===== config.mk =====
export PLATFORM = sky130hd
export DESIGN_NAME = extint_ctrl
export DESIGN_NICKNAME = d
export VERILOG_FILES = /design/src/rtl/extint_pkg.sv /design/src/rtl/extint_sync.sv /design/src/rtl/extint_bank.sv /design/src/rtl/extint_ctrl.sv
export SDC_FILE = /design/constraint.sdc
export NUM_CORES = 1
export LEC_CHECK = 0
export ABC_CLOCK_PERIOD_IN_PS = 2150
export BUFFER_PORTS_ARGS = -buffer_cell sky130_fd_sc_hd__buf_2
export CAP_MARGIN = 0
export CORE_MARGIN = 2
export CORE_UTILIZATION = 40
export CTS_BUF_LIST = sky130_fd_sc_hd__clkbuf_16
export DETAILED_ROUTE_END_ITERATION = 10
export GPL_TIMING_DRIVEN = 1
export PLACE_DENSITY = 0.67
export SLEW_MARGIN = 20
export SYNTH_ARGS = -nofsm -noshare
export SYNTH_HDL_FRONTEND = slang
export SYNTH_SLANG_ARGS = --single-unit

===== constraint.sdc =====
create_clock -name clk -period 2.15 [get_ports clk]
set_input_delay 0.43 -clock clk [delete_from_list [all_inputs] [get_ports clk]]
set_output_delay 0.43 -clock clk [all_outputs]
set_load 0.01 [all_outputs]

===== src/rtl/extint_pkg.sv =====
package extint_pkg;

  localparam int REG_W = 32;
  localparam int IDX_W = 3;

  localparam logic [IDX_W-1:0] IX_IMASK  = 3'd0;
  localparam logic [IDX_W-1:0] IX_EMASK  = 3'd1;
  localparam logic [IDX_W-1:0] IX_RISE   = 3'd2;
  localparam logic [IDX_W-1:0] IX_FALL   = 3'd3;
  localparam logic [IDX_W-1:0] IX_SWTRIG = 3'd4;
  localparam logic [IDX_W-1:0] IX_PEND   = 3'd5;

  // Lines whose selected edge was seen and whose enable is on.
  function automatic logic [REG_W-1:0] edge_hit(
    input logic [REG_W-1:0] rise, input logic [REG_W-1:0] fall,
    input logic [REG_W-1:0] rsel, input logic [REG_W-1:0] fsel,
    input logic [REG_W-1:0] en);
    return ((rise & rsel) | (fall & fsel)) & en;
  endfunction

  // Software trigger bits going 0 -> 1 on enabled lines.
  function automatic logic [REG_W-1:0] sw_fire(
    input logic [REG_W-1:0] old_v, input logic [REG_W-1:0] new_v,
    input logic [REG_W-1:0] en);
    return new_v & ~old_v & en;
  endfunction

  // Next pending state; a set wins over a clear.
  function automatic logic [REG_W-1:0] pend_next(
    input logic [REG_W-1:0] cur, input logic [REG_W-1:0] set_v,
    input logic [REG_W-1:0] clr_v);
    return (cur & ~clr_v) | set_v;
  endfunction

endpackage


===== src/rtl/extint_sync.sv =====
module extint_sync #(
  parameter int W = 32
) (
  input  logic         clk,
  input  logic         rst_n,
  input  logic [W-1:0] raw_i,
  output logic [W-1:0] rise_o,
  output logic [W-1:0] fall_o
);
  logic [W-1:0] meta_q, sync_q, hist_q;

  always_ff @(posedge clk) begin
    if (!rst_n) begin
      meta_q <= '0;
      sync_q <= '0;
      hist_q <= '0;
    end else begin
      meta_q <= raw_i;
      sync_q <= meta_q;
      hist_q <= sync_q;
    end
  end

  assign rise_o = sync_q & ~hist_q;
  assign fall_o = ~sync_q & hist_q;
endmodule


===== src/rtl/extint_bank.sv =====
module extint_bank import extint_pkg::*; #(
  parameter logic [REG_W-1:0] MASK_WR = '1,
  parameter logic [REG_W-1:0] TRIG_WR = '1
) (
  input  logic             clk,
  input  logic             rst_n,
  input  logic             wr_en,
  input  logic [IDX_W-1:0] idx,
  input  logic [REG_W-1:0] wdata,
  input  logic [REG_W-1:0] rise_i,
  input  logic [REG_W-1:0] fall_i,
  output logic [REG_W-1:0] rdata_o,
  output logic [REG_W-1:0] imask_o,
  output logic [REG_W-1:0] emask_o,
  output logic [REG_W-1:0] rsel_o,
  output logic [REG_W-1:0] fsel_o,
  output logic [REG_W-1:0] swtrig_o,
  output logic [REG_W-1:0] pend_o,
  output logic [REG_W-1:0] set_o,
  output logic [REG_W-1:0] clr_o,
  output logic [REG_W-1:0] newp_o
);
  logic [REG_W-1:0] imask_q, emask_q, rsel_q, fsel_q, swtrig_q, pend_q, newp_q;
  logic [REG_W-1:0] wv, swtrig_d, fire;
  logic             is_mask;

  always_comb begin
    is_mask  = (idx == IX_IMASK) || (idx == IX_EMASK);
    wv       = wdata & (is_mask ? MASK_WR : TRIG_WR);
    fire     = '0;
    clr_o    = '0;
    swtrig_d = swtrig_q;
    if (wr_en && idx == IX_SWTRIG) begin
      fire     = sw_fire(swtrig_q, wv, imask_q);
      swtrig_d = wv;
    end
    if (wr_en && idx == IX_PEND) begin
      clr_o    = wv;
      swtrig_d = swtrig_q & ~wv;
    end
    set_o = edge_hit(rise_i, fall_i, rsel_q, fsel_q, imask_q) | fire;
  end

  always_ff @(posedge clk) begin
    if (!rst_n) begin
      imask_q  <= '0;
      emask_q  <= '0;
      rsel_q   <= '0;
      fsel_q   <= '0;
      swtrig_q <= '0;
      pend_q   <= '0;
      newp_q   <= '0;
    end else begin
      if (wr_en && idx == IX_IMASK) imask_q <= wv;
      if (wr_en && idx == IX_EMASK) emask_q <= wv;
      if (wr_en && idx == IX_RISE)  rsel_q  <= wv;
      if (wr_en && idx == IX_FALL)  fsel_q  <= wv;
      swtrig_q <= swtrig_d;
      pend_q   <= pend_next(pend_q, set_o, clr_o);
      newp_q   <= set_o & ~pend_q;
    end
  end

  always_comb begin
    case (idx)
      IX_IMASK:  rdata_o = imask_q;
      IX_EMASK:  rdata_o = emask_q;
      IX_RISE:   rdata_o = rsel_q;
      IX_FALL:   rdata_o = fsel_q;
      IX_SWTRIG: rdata_o = swtrig_q;
      IX_PEND:   rdata_o = pend_q;
      default:   rdata_o = '0;
    endcase
  end

  assign imask_o  = imask_q;
  assign emask_o  = emask_q;
  assign rsel_o   = rsel_q;
  assign fsel_o   = fsel_q;
  assign swtrig_o = swtrig_q;
  assign pend_o   = pend_q;
  assign newp_o   = newp_q;
endmodule


===== src/rtl/extint_ctrl.sv =====
module extint_ctrl import extint_pkg::*; #(
  parameter int               ADDR_W    = 8,
  parameter logic [REG_W-1:0] A_MASK_WR = 32'hFFFF_FFFF,
  parameter logic [REG_W-1:0] A_TRIG_WR = 32'h007D_FFFF,
  parameter logic [REG_W-1:0] B_MASK_WR = 32'h0000_00FF,
  parameter logic [REG_W-1:0] B_TRIG_WR = 32'h0000_0078,
  parameter int               GRP_LO    = 5,
  parameter int               GRP_HI    = 9
) (
  input  logic              clk,
  input  logic              rst_n,
  input  logic              bus_sel,
  input  logic              bus_wr,
  input  logic [ADDR_W-1:0] bus_addr,
  input  logic [REG_W-1:0]  bus_wdata,
  output logic [REG_W-1:0]  bus_rdata,
  input  logic [REG_W-1:0]  lines_a_i,
  input  logic [REG_W-1:0]  lines_b_i,
  output logic              irq_line0_o,
  output logic              irq_line1_o,
  output logic              irq_grp_o
);
  localparam int BANKS    = 2;
  localparam int IDX_LSB  = 2;
  localparam int BANK_BIT = IDX_LSB + IDX_W;
  localparam int TOP_LSB  = BANK_BIT + 1;

  logic [BANKS-1:0][REG_W-1:0] lines, rise, fall, rd;
  logic [BANKS-1:0][REG_W-1:0] imask, emask, rsel, fsel, swtrig, pend, setv, clrv, newp;
  logic [BANKS-1:0]            wr_hit;
  logic [IDX_W-1:0]            idx;
  logic                        addr_ok, bank_b;

  assign lines   = {lines_b_i, lines_a_i};
  assign idx     = bus_addr[BANK_BIT-1:IDX_LSB];
  assign bank_b  = bus_addr[BANK_BIT];
  assign addr_ok = (bus_addr[IDX_LSB-1:0] == '0) &&
                   (bus_addr[ADDR_W-1:TOP_LSB] == '0) && (idx <= IX_PEND);

  for (genvar g = 0; g < BANKS; g++) begin : g_bank
    localparam logic [REG_W-1:0] MW = (g == 0) ? A_MASK_WR : B_MASK_WR;
    localparam logic [REG_W-1:0] TW = (g == 0) ? A_TRIG_WR : B_TRIG_WR;

    assign wr_hit[g] = bus_sel && bus_wr && addr_ok && (bank_b == (g != 0));

    extint_sync #(.W(REG_W)) u_sync (
      .clk(clk), .rst_n(rst_n), .raw_i(lines[g]),
      .rise_o(rise[g]), .fall_o(fall[g])
    );

    extint_bank #(.MASK_WR(MW), .TRIG_WR(TW)) u_bank (
      .clk(clk), .rst_n(rst_n), .wr_en(wr_hit[g]), .idx(idx),
      .wdata(bus_wdata), .rise_i(rise[g]), .fall_i(fall[g]),
      .rdata_o(rd[g]), .imask_o(imask[g]), .emask_o(emask[g]),
      .rsel_o(rsel[g]), .fsel_o(fsel[g]), .swtrig_o(swtrig[g]),
      .pend_o(pend[g]), .set_o(setv[g]), .clr_o(clrv[g]), .newp_o(newp[g])
    );
  end

  assign bus_rdata   = addr_ok ? rd[bank_b] : '0;
  assign irq_line0_o = newp[0][0];
  assign irq_line1_o = newp[0][1];
  assign irq_grp_o   = |newp[0][GRP_HI:GRP_LO];
endmodule


**Word-level counts from Yosys, hierarchy flattened**

Index checks and enable logic that the tools add are counted.

- Output and inout bits: 35
- Register bits after elaboration: 586

- Equal/unequal tests: 5
- Bitwise operators: 39
- $lt $le $gt $ge: 2
- Reductions and logical operators: 25
- Multiplexer cells: 15

Operators by type and width:

| kind | number |
|---|---|
| 32-bit AND | 20 |
| 32-bit 2-to-1 mux | 12 |
| 32-bit one-hot mux with 6 select lines | 2 |
| 32-bit NOT | 10 |
| 32-bit OR | 6 |
| 1-bit logical AND | 18 |
| 10-bit AND | 1 |
| 10-bit NOT | 1 |
| 8-bit 2-to-1 mux | 1 |
| 3-bit by 2-bit equality test with 1-bit output, second input constant | 2 |
| 3-bit equality test, second input constant | 2 |
| 5-bit OR reduction | 1 |
| 2-bit zero test | 2 |
| 2-bit nonzero test | 2 |
| 3-bit by 1-bit equality test with 1-bit output, second input constant | 1 |
| 3-bit less-or-equal comparator, second input constant | 1 |
| 3-bit zero test | 1 |
| 1-bit by 2-bit less-than comparator with 1-bit output, second input constant | 1 |
| 1-bit logical OR | 1 |
| 1-bit NOT | 1 |

**Depth between registers and ports, before layout**

Gate-level depths: netlist of run 1.

- Word-level depth: 10
- Depth in mapped cells: 8
- Depth with buffers taken out: 4

**Hierarchy**

From an unflattened synthesis of run 1, not the netlist that was laid out.

- Cells, all modules: 2274
- Area, all modules: 21211.6 um^2

Modules (own cells, without submodules):

| module | area an instance (um^2) | instances | cells each |
|---|---|---|---|
| extint_bank (g_bank[0].u_bank) | 9903.2 | 1 | 1143 |
| extint_sync | 3004.1 | 2 | 266 |
| extint_bank (g_bank[1].u_bank) | 4511.8 | 1 | 514 |
| extint_ctrl | 788.3 | 1 | 85 |

**Worst setup path after synthesis of run 1**

No wires, ideal clock.

- Kind: input-to-output
- Start: input port bus_addr[2]
- End: output port bus_rdata[7]
- Required time: 1720 ps
- Stages on the path: 6
- Data arrival time: 1717 ps
- Setup slack: 3 ps
- Cells stage by stage: buf_4 buf_2 mux2_2 a221oi_1 o21ai_0 and3_1

- Cells in the longest elaborated chain, start to end: 5
- Elaborated cells on any way between the ends: 13

Ends and longest elaborated chain:

| what | RTL line | RTL |
|---|---|---|
| from (decl) | extint_ctrl.sv:14 | `input logic [ADDR_W-1:0] bus_addr,` |
| 3-bit equality test (tied with other cells) | extint_bank.sv:65 | `case (idx)` |
| 32-bit one-hot mux with 6 select lines | extint_bank.sv:65 |  |
| 32-bit 2-to-1 mux (not written as such) (2 in series) | extint_ctrl.sv:60 | `assign bus_rdata = addr_ok ? rd[bank_b] : '0;` |
| 32-bit 2-to-1 mux * | extint_ctrl.sv:60 |  |
| to (decl) | extint_ctrl.sv:16 | `output logic [REG_W-1:0] bus_rdata,` |

Every way passes the cells marked *; elsewhere a longest branch is shown, timed or not. The select of a mux whose other input is x is not followed.

**Worst setup path in the final report of run 1**

- Start: input port bus_addr[6]
- End: output port bus_rdata[29]

- Cells in the longest elaborated chain, start to end: 4

Ends and longest elaborated chain:

| what | RTL line | RTL |
|---|---|---|
| 2-bit zero test | extint_ctrl.sv:38 | `(bus_addr[ADDR_W-1:TOP_LSB] == '0) && (idx <= IX_PEND);` |
| 1-bit logical AND | extint_ctrl.sv:37 | `assign addr_ok = (bus_addr[IDX_LSB-1:0] == '0) &&` |
| 1-bit logical AND | extint_ctrl.sv:38 |  |
| 32-bit 2-to-1 mux | extint_ctrl.sv:60 |  |

No other way between the ends.

==> out/metrics.yaml, run 1 <==
status: "finished, violations left"
violations: "setup timing"
finalCritPeriodShare_pct: 109
slew_viol_final: 0
clock_path_buffers: 3
p_int_mw: 11.3
netSwitchingPower_mw: 3.26
ir_drop_uv: 414
cts_tree: "done"
max_stage_delay_ns: 0.56
worstHoldPathType: "primary input to flip-flop"
layout_common_cells: "dfxtp_1, nand2_1, o21ai_0"
cts_max_level: 2
initial_utilization_pct: 40.4
drc: 0
ys.flop_type: "dfxtp_1"
syn_inst: 1585
gp_congestion: 0.854
yosysUniqueCellTypes: 54
finalHoldViolations: 0
antenna_found_initial: 3
end_kind: "primary output"
drv_cap: 0
drt-met1-wl_um: 18500
worstHoldEndpoint: "g_bank[0].u_sync.meta_q[15]$_SDFF_PN0_"
die_area_sq_um: 38500
hold_start: "lines_a_i[15]"
grt_pass1_wl_um: 64900
cp_data_arrival_time_ns: 1.92
seq_power_share_pct: 47.6
critPathKind: "primary input to primary output"
hpwl_um: 26200
ys_warn_count: 0
coreArea_sq_um: 36500
wl_met2_um: 19300
cts_hold_buf: 0
drive_gt1_share_pct: 26.5
p_sw_share_pct: 22.4
ys_seq_area_share_pct: 49.7
dp_slack_ns: -0.330
powerDensity_nw_per_um2: 773
cp_common_cell: "buf_6"
routedWlPerCell_um: 18.3
cp_num_buf_inv: 4
synthArstFlopShare_pct: 0
min_period_ns: 2.35
cp.required_ns: 1.72
worst_clock_skew_ns: 0.0153
area_growth_pct: 27.6
grt_max_degree: 105
die_w_um: 196
clk_latency_ns: 0.54
power_frac_clock_pct: 46.7
io-pin-count: 143
hold_depth: 2
cts.sinks: 367
synth_nets: 1693
avgSynthCellArea_sq_um: 9.32
grt_use_total_pct: 21.3
fmax_mhz: 426
path_clk_slew_ns: 0.06
dp_cells: 2167
ant_nets: 0
numCtsBuffers: 40
setup-violations-final: 31
path_delay_family: "simple AND/OR/NAND/NOR gates"
finalNetCount: 1869
route.met3.wl_um: 2160
p_leak_nw: 7.35
grt_overflow: 0
die_h_um: 196
top_layer: "met5"
tightestPinTransition_ns: 0.518
synth-seq-cells: 367
worstPathMaxFanout: 6
worstPathCellList: "buf_6 > or4_4 > a21oi_4 > nand2_4 > buf_12 > buf_16 > nor2_4 > buf_6"
seq_area_sq_um: 7370
multi_input_area_sq_um: 7240
grt_pass1_vias: 11785
layout_commonest_cell: "dfxtp_1"
grt_setup_unrepaired: "yes"
r2r-start: "g_bank[0].u_sync.sync_q[7]$_SDFF_PN0_"
pwr-share-comb_pct: 5.7
slowest_stage: "or4_4"
final_critical_path_setup_slack_ns: -0.199
diodes: 0
drt_iter0_drc: 943
synth-edff-count: 0
port-buffer-count: 118
critPathLaunchType: "primary input"
synth.cell_area_sq_um: 14800
reg2regPathDepth: 4
relSlewSlack_pct: 65.5
nFillCells: 3242
whs_ns: 0.0888
layoutNonFillerInstCount: 2258
row_count: 70
vias: 12264
reg2reg_to: "g_bank[0].u_bank.pend_o[7]$_SDFF_PN0_"
avgViaCountPerCell: 5.43
ff2ff_setup_slack_ns: 1.01
wl_um: 41400
clock-root-buffer: "clkbuf_16"
firstDrtPassIters: 5
==> layout make-up <==
class	count	area share, %
Tap cell	468	3.11
Clock buffer	41	5.44
Multi-Input combinational cell	1090	38.4
Sequential cell	367	39.1
Inverter	8	0.159
Clock inverter	30	1.38
Timing Repair Buffer	254	12.4
==> stage by stage <==
stage | setup TNS [ns] | instance area [sq um] | utilization [%] | power (mW)
6_report | -4.02 | 18900 | 51.6 | 14.6
3_5_place_dp | -10.91 | 16600 | 45.5 | 7.81
4_1_cts | -4.85 | 18600 | 51.1 | 14.7
2_1_floorplan | 0 | 14800 | - | 7.44
3_3_place_gp | -10.36 | 16600 | 45.5 | 7.80
5_1_grt | -5.11 | 18900 | 51.6 | 15.1
==> how the worst max path moves through the flow <==
stage | start | end | cells past startpoint
after global routing | g_bank[0].u_bank.fsel_o[3]$_SDFFE_PN0P_ | bus_rdata[3] | 5
after CTS | g_bank[0].u_bank.fsel_o[3]$_SDFFE_PN0P_ | bus_rdata[3] | 5
final | bus_addr[6] | bus_rdata[29] | 8
after detailed placement | bus_addr[1] | bus_rdata[10] | 7
after floorplan | bus_addr[2] | bus_rdata[7] | 6
after global placement | bus_addr[1] | bus_rdata[10] | 7
==> repair_timing <==
action                     CTS  global route
setup endpoints to repair   32            32
pin swaps                   36            16
buffers inserted            10             6
gates cloned                 7             1
resized for setup          124            50
hold endpoints to repair     0             0
==> flip-flops by register name (all words and copies together), names as in the netlist, 40 cells and up <==
register and cells:
g_bank.u_sync.hist_q 40, g_bank.u_bank.imask_o 40, g_bank.u_sync.sync_q 40, g_bank.u_bank.rsel_o 40
g_bank.u_bank.emask_o 40, g_bank.u_bank.swtrig_o 40, g_bank.u_bank.fsel_o 40, g_bank.u_sync.meta_q 40
g_bank.u_bank.pend_o 40
==> synthesized netlist by cell type, types with 2 or more instances <==
library cell / instances / share of area, %
a21oi_1: 30 / 1.0
o21ai_0: 146 / 4.9
buf_4: 13 / 0.66
nor2_1: 54 / 1.4
clkinv_1: 2 / 0.051
o22ai_1: 19 / 0.80
clkbuf_1: 70 / 1.8
o221ai_1: 2 / 0.12
mux4_2: 17 / 2.6
a22oi_1: 49 / 2.5
mux2i_1: 22 / 1.5
inv_1: 6 / 0.15
and2_1: 121 / 5.1
nand4_1: 12 / 0.51
nor3b_1: 19 / 0.97
buf_2: 21 / 0.71
a32oi_1: 3 / 0.18
a2bb2oi_1: 2 / 0.12
nand2b_1: 17 / 0.72
nand3b_1: 26 / 1.3
nand2_1: 199 / 5.1
mux2_2: 49 / 3.7
o22a_1: 11 / 0.65
and3_1: 54 / 2.3
a21boi_0: 24 / 1.2
buf_1: 11 / 0.28
nor3_1: 9 / 0.30
nor3b_2: 5 / 0.42
and3b_1: 3 / 0.18
nor2b_1: 26 / 1.1
buf_6: 5 / 0.38
o21ai_1: 5 / 0.17
dfxtp_1: 367 / 50
nand4_2: 3 / 0.25
a31oi_1: 5 / 0.21
a21boi_1: 6 / 0.30
a32o_1: 15 / 1.0
o2bb2ai_1: 16 / 0.95
nand3_1: 102 / 3.5
a221oi_1: 5 / 0.30
==> per-layer routing <==
layer | GRT usage (%) | vias to the layer above
met4 | 8.16 | 6
met2 | 34.7 | 329
li1 | - | 5964
met1 | 28.4 | 5879
met5 | 0 | -
met3 | 3.42 | 86
==> logic make-up (layout without fill, tap and decap cells) <==
kind of cell	Yosys count	in the layout	synth area share, %
flip-flops	367	367	49.7
buffers and inverters	128	333	4.01
multiplexers	88	88	7.82
AND/OR/NAND/NOR	656	656	23.5
AO/OA/AOI/OAI	346	346	15.0
==> worst reg2reg max path, delay by kind of cell, from the launching register on <==
kind            cells  cell delay, ns
flops               1            0.40
simple gates        1            0.14
compound gates      3            0.48
==> power groups by stage <==
stage          clock [mW]  sequential (mW)  combinational [mW]
5_1_grt              7.22             6.94               0.892
2_1_floorplan           0             7.07               0.368
4_1_cts              6.95             6.93               0.806
3_3_place_gp            0             7.08               0.720
3_5_place_dp            0             7.08               0.729
6_report             6.81             6.93               0.837
No activity file was read; power rests on OpenSTA's default activity.
==> run 2, diff against run 1 <==
- PLACE_DENSITY: 0.67 -> default
==> run 2 against run 1 <==
Compared with the run above: the flow still finishes with violations (setup timing); maximum frequency about the same; clock skew down 0.0043 ns; flip-flop and latch count is the same; critical path depth is 1 lower; final cell count is 0.27% higher; utilization shrank 0.70 points; critical path type unchanged; critical endpoint is now bus_rdata[10].
==> out/metrics.yaml, run 2 (same netlist as run 1, synthesis figures left out) <==
worstHoldPathType: "primary input to flip-flop"
layout_common_cells: "dfxtp_1, nand2_1, o21ai_0"
cp_common_cell: "buf_6"
nFillCells: 3320
firstDrtPassIters: 5
drt_iter0_drc: 773
slowest_stage: "or4_4"
vias: 12235
final_critical_path_setup_slack_ns: -0.200
max_stage_delay_ns: 0.57
cts_max_level: 2
drc: 0
end_kind: "primary output"
grt_pass1_vias: 11845
ir_drop_uv: 558
path_clk_slew_ns: 0.06
numCtsBuffers: 40
grt_pass1_wl_um: 65600
reg2regPathDepth: 4
grt_overflow: 0
hold_depth: 2
slew_viol_final: 0
min_period_ns: 2.35
pwr-share-comb_pct: 6.0
path_delay_family: "simple AND/OR/NAND/NOR gates"
layoutNonFillerInstCount: 2264
clk_latency_ns: 0.53
antenna_found_initial: 2
die_h_um: 196
worst_clock_skew_ns: 0.0109
critPathLaunchType: "primary input"
worstPathCellList: "buf_6 > or4_4 > a21oi_4 > nand2_4 > clkbuf_16 > nor2_4 > buf_6"
routedWlPerCell_um: 18.8
cp_data_arrival_time_ns: 1.92
fmax_mhz: 425
clock_path_buffers: 3
gp_congestion: 0.821
ant_nets: 0
io-pin-count: 143
powerDensity_nw_per_um2: 750
violations: "setup timing"
finalNetCount: 1874
cts.sinks: 367
initial_utilization_pct: 40.4
avgViaCountPerCell: 5.40
cp_num_buf_inv: 3
cp.depth: 7
drv_cap: 0
netSwitchingPower_mw: 3.25
cts_hold_buf: 0
wl_um: 42500
finalCritPeriodShare_pct: 109
hpwl_um: 27300
cp.required_ns: 1.72
power_frac_clock_pct: 44.3
p_sw_share_pct: 23.3
status: "finished, violations left"
die_w_um: 196
coreArea_sq_um: 36500
clock-root-buffer: "clkbuf_16"
grt_use_total_pct: 21.5
dp_cells: 2173
finalHoldViolations: 0
area_growth_pct: 25.9
fin_total_pwr_mw: 14.0
p_leak_nw: 7.27
setup-violations-final: 32
grt_setup_unrepaired: "yes"
critPathKind: "primary input to primary output"
p_int_mw: 10.7
dp_slack_ns: -0.319
drive_gt1_share_pct: 25.8
die_area_sq_um: 38500
relSlewSlack_pct: 64.7
grt_max_degree: 80
worstPathMaxFanout: 6
cts_tree: "done"
port-buffer-count: 118
seq_power_share_pct: 49.7
tightestPinTransition_ns: 0.529
row_count: 70
layout_commonest_cell: "dfxtp_1"
## run 2: timing repair
| action | CTS | global route |
|---|---|---|
| hold endpoints to repair | 0 | 0 |
| pin swaps | 15 | 30 |
| resized for setup | 55 | 87 |
| setup endpoints to repair | 32 | 32 |
| cloned | 3 | 3 |
| setup buffers | 10 | 4 |
## run 2: metal layers
metal	wire length [um]	track usage, %	vias to the layer above
li1	-	-	5976
met1	19500	29.0	5882
met2	19900	35.6	307
met3	2120	2.99	70
met4	1030	7.15	0
met5	0	0	-
## run 2: area by class of cell
class                      count  area, sq um  share of cell area [%]
sequential                   367         7370                    39.6
multi-input combinational   1090         7180                    38.6
timing repair buffer         259         2280                    12.3
clock buffer                  41         1030                    5.52
tap                          468          586                    3.15
clock inverter                29          133                   0.713
inverter                       8         30.0                   0.161
antenna                        2         5.00                  0.0269
## run 2: worst paths after layout
check	startpoint	endpoint	slack [ns]
setup / recovery	bus_addr[6]	bus_rdata[10]	-0.20
hold / removal	lines_a_i[6]	g_bank[0].u_sync.meta_q[6]$_SDFF_PN0_	0.10
setup reg to reg	g_bank[0].u_sync.sync_q[6]$_SDFF_PN0_	g_bank[0].u_bank.pend_o[6]$_SDFF_PN0_	1.03
hold reg to reg	g_bank[0].u_sync.meta_q[15]$_SDFF_PN0_	g_bank[0].u_sync.sync_q[15]$_SDFF_PN0_	0.43
## run 2: power by group through the flow
| stage | sequential, mW | combinational, mW | clock (mW) |
|---|---|---|---|
| detailed placement | 7.08 | 0.748 | 0 |
| global route | 6.94 | 0.899 | 6.61 |
| CTS | 6.93 | 0.803 | 6.36 |
| finish | 6.93 | 0.838 | 6.19 |
| floorplan | 7.07 | 0.368 | 0 |
| global placement | 7.08 | 0.739 | 0 |
## run 2: per-stage QoR
stage	instance area [sq um]	TNS, ns	utilization [%]	hold WS, ns
final	18600	-4.20	50.9	0.101
after global routing	18600	-5.57	50.9	0.0904
after CTS	18100	-3.98	49.5	0.0753
after detailed placement	16600	-12.14	45.5	0.418
after global placement	16600	-10.05	45.5	0.414
after floorplan	14800	0	-	0.412
==> run 3, diff against run 2 <==
- ABC_CLOCK_PERIOD_IN_PS: 2150 -> 1900
- CORE_ASPECT_RATIO: default -> 1.25
- CTS_CLUSTER_SIZE: default -> 20
- clock period: 2.15 -> 1.9 ns (I/O delays scaled with it)
==> run 3 against run 2 <==
Compared with the run above: global-route usage shrank 0.47 points; total power grew 14%; worst setup slack lost 0.14 ns; clock skew grew 0.0043 ns; sequential power grew 13%; first-iteration DRC count shrank 4.7%; combinational power grew 8.6%; non-clock buffer count grew 23; the flow still finishes with violations (setup timing); wire length shrank 4.6%; critical endpoint is now bus_rdata[3].
==> out/metrics.yaml, run 3 (same netlist as run 1, synthesis figures left out) <==
grt_pass1_wl_um: 64500
worstPathMaxFanout: 2
path_delay_family: "multiplexers"
critPathLaunchType: "flip-flop"
die_area_sq_um: 38500
die_h_um: 219
final_critical_path_setup_slack_ns: -0.339
cts_tree: "done"
clock_path_buffers: 3
worstHoldEndpoint: "g_bank[0].u_sync.meta_q[12]$_SDFF_PN0_"
grt_overflow: 0
ff2ff_setup_slack_ns: 0.81
area_growth_pct: 26.8
whs_ns: 0.0524
finalCritPeriodShare_pct: 118
critPathKind: "flip-flop to primary output"
worstHoldPathType: "primary input to flip-flop"
tns_ns: -9.49
setup-violations-final: 32
cp_data_arrival_time_ns: 1.86
fmax_mhz: 447
reg2regPathDepth: 4
relSlewSlack_pct: 70.6
hold_start: "lines_a_i[12]"
routedWlPerCell_um: 17.6
slew_viol_final: 0
r2r-start: "g_bank[0].u_sync.sync_q[1]$_SDFF_PN0_"
hpwl_um: 27600
row_count: 78
min_period_ns: 2.24
initial_utilization_pct: 40.6
gp_congestion: 0.881
hold_depth: 2
cp_num_buf_inv: 1
slowest_stage: "mux4_2"
ant_nets: 0
die_w_um: 176
grt_max_degree: 82
reg2reg_to: "g_bank[0].u_bank.newp_o[1]$_SDFF_PN0_"
clock-root-buffer: "clkbuf_16"
drt_iter0_drc: 737
grt_use_total_pct: 21.0
drive_gt1_share_pct: 27.4
layoutNonFillerInstCount: 2299
avgViaCountPerCell: 5.28
wl_um: 40500
clk_latency_ns: 0.53
nFillCells: 3384
end_kind: "primary output"
powerDensity_nw_per_um2: 851
grt_setup_unrepaired: "yes"
p_leak_nw: 7.34
worstPathCellList: "mux4_2 > a22oi_2 > a21oi_2 > o21a_1 > buf_2"
port-buffer-count: 118
cts.sinks: 367
coreArea_sq_um: 36400
antenna_found_initial: 3
vias: 12136
numCtsBuffers: 39
layout_commonest_cell: "dfxtp_1"
grt_pass1_vias: 11991
seq_area_sq_um: 7370
dp_cells: 2209
finalNetCount: 1896
firstDrtPassIters: 5
final_util_pct: 51.5
io-pin-count: 143
path_clk_slew_ns: 0.06
layout_common_cells: "dfxtp_1, nand2_1, o21ai_0"
drv_cap: 0
status: "finished, violations left"
drc: 0
ir_drop_uv: 618
finalHoldViolations: 0
violations: "setup timing"
tightestPinTransition_ns: 0.440
cp.required_ns: 1.52
max_stage_delay_ns: 0.46
cts_max_level: 2
worst_clock_skew_ns: 0.0153
multi_input_area_sq_um: 7210
-- run 3: repair_timing --
item / 4_1_cts / 5_1_grt
endpoints found under the setup margin: 32 / 32
hold buffers: 0 / 0
buffers inserted: 17 / 1
pin swaps: 19 / 5
hold endpoints to repair: 0 / 0
resized for setup: 93 / 16
-- run 3: layout make-up --
class	instances	share of cell area [%]
sequential	367	39.4
inverter	8	0.167
antenna	3	0.0401
multi-input combinational	1090	38.5
timing repair buffer	282	12.3
tap	480	3.21
clock inverter	28	0.922
clock buffer	41	5.48
-- run 3: routing by layer --
metal / wire, um / share of wire, % / track usage [%] / vias up
met5: 0 / 0 / 0 / -
met4: 1020 / 2.5 / 7.22 / 0
met3: 1670 / 4.1 / 3.03 / 66
met2: 19800 / 49 / 36.2 / 289
met1: 18000 / 45 / 27.0 / 5773
li1: - / - / - / 6008
-- run 3: power by group --
group          internal, mW  total (mW)  switching [mW]
clock                  4.15        7.19            3.04
combinational         0.402       0.910           0.508
sequential             7.80        7.85          0.0462
total                  12.4        15.9            3.59
-- run 3: metrics by stage --
step | cell area, sq um | worst slack, ns | total power [mW]
final | 18700 | -0.339 | 15.9
after global routing | 18700 | -0.412 | 16.5
after CTS | 18700 | -0.370 | 16.1
after detailed placement | 17000 | -0.402 | 8.89
after global placement | 17000 | -0.380 | 8.88
after floorplan | 15100 | 0.00363 | 8.43
-- run 3: worst max-delay path by stage --
stage,start,end,cells after the start,slack (ns)
2_1_floorplan,bus_addr[2],bus_rdata[27],7,0.004
3_3_place_gp,bus_addr[1],bus_rdata[25],7,-0.38
3_5_place_dp,bus_addr[1],bus_rdata[17],7,-0.40
4_1_cts,g_bank[0].u_bank.fsel_o[3]$_SDFFE_PN0P_,bus_rdata[3],5,-0.37
5_1_grt,g_bank[0].u_bank.imask_o[3]$_SDFFE_PN0P_,bus_rdata[3],5,-0.41
6_report,g_bank[0].u_bank.imask_o[3]$_SDFFE_PN0P_,bus_rdata[3],5,-0.34
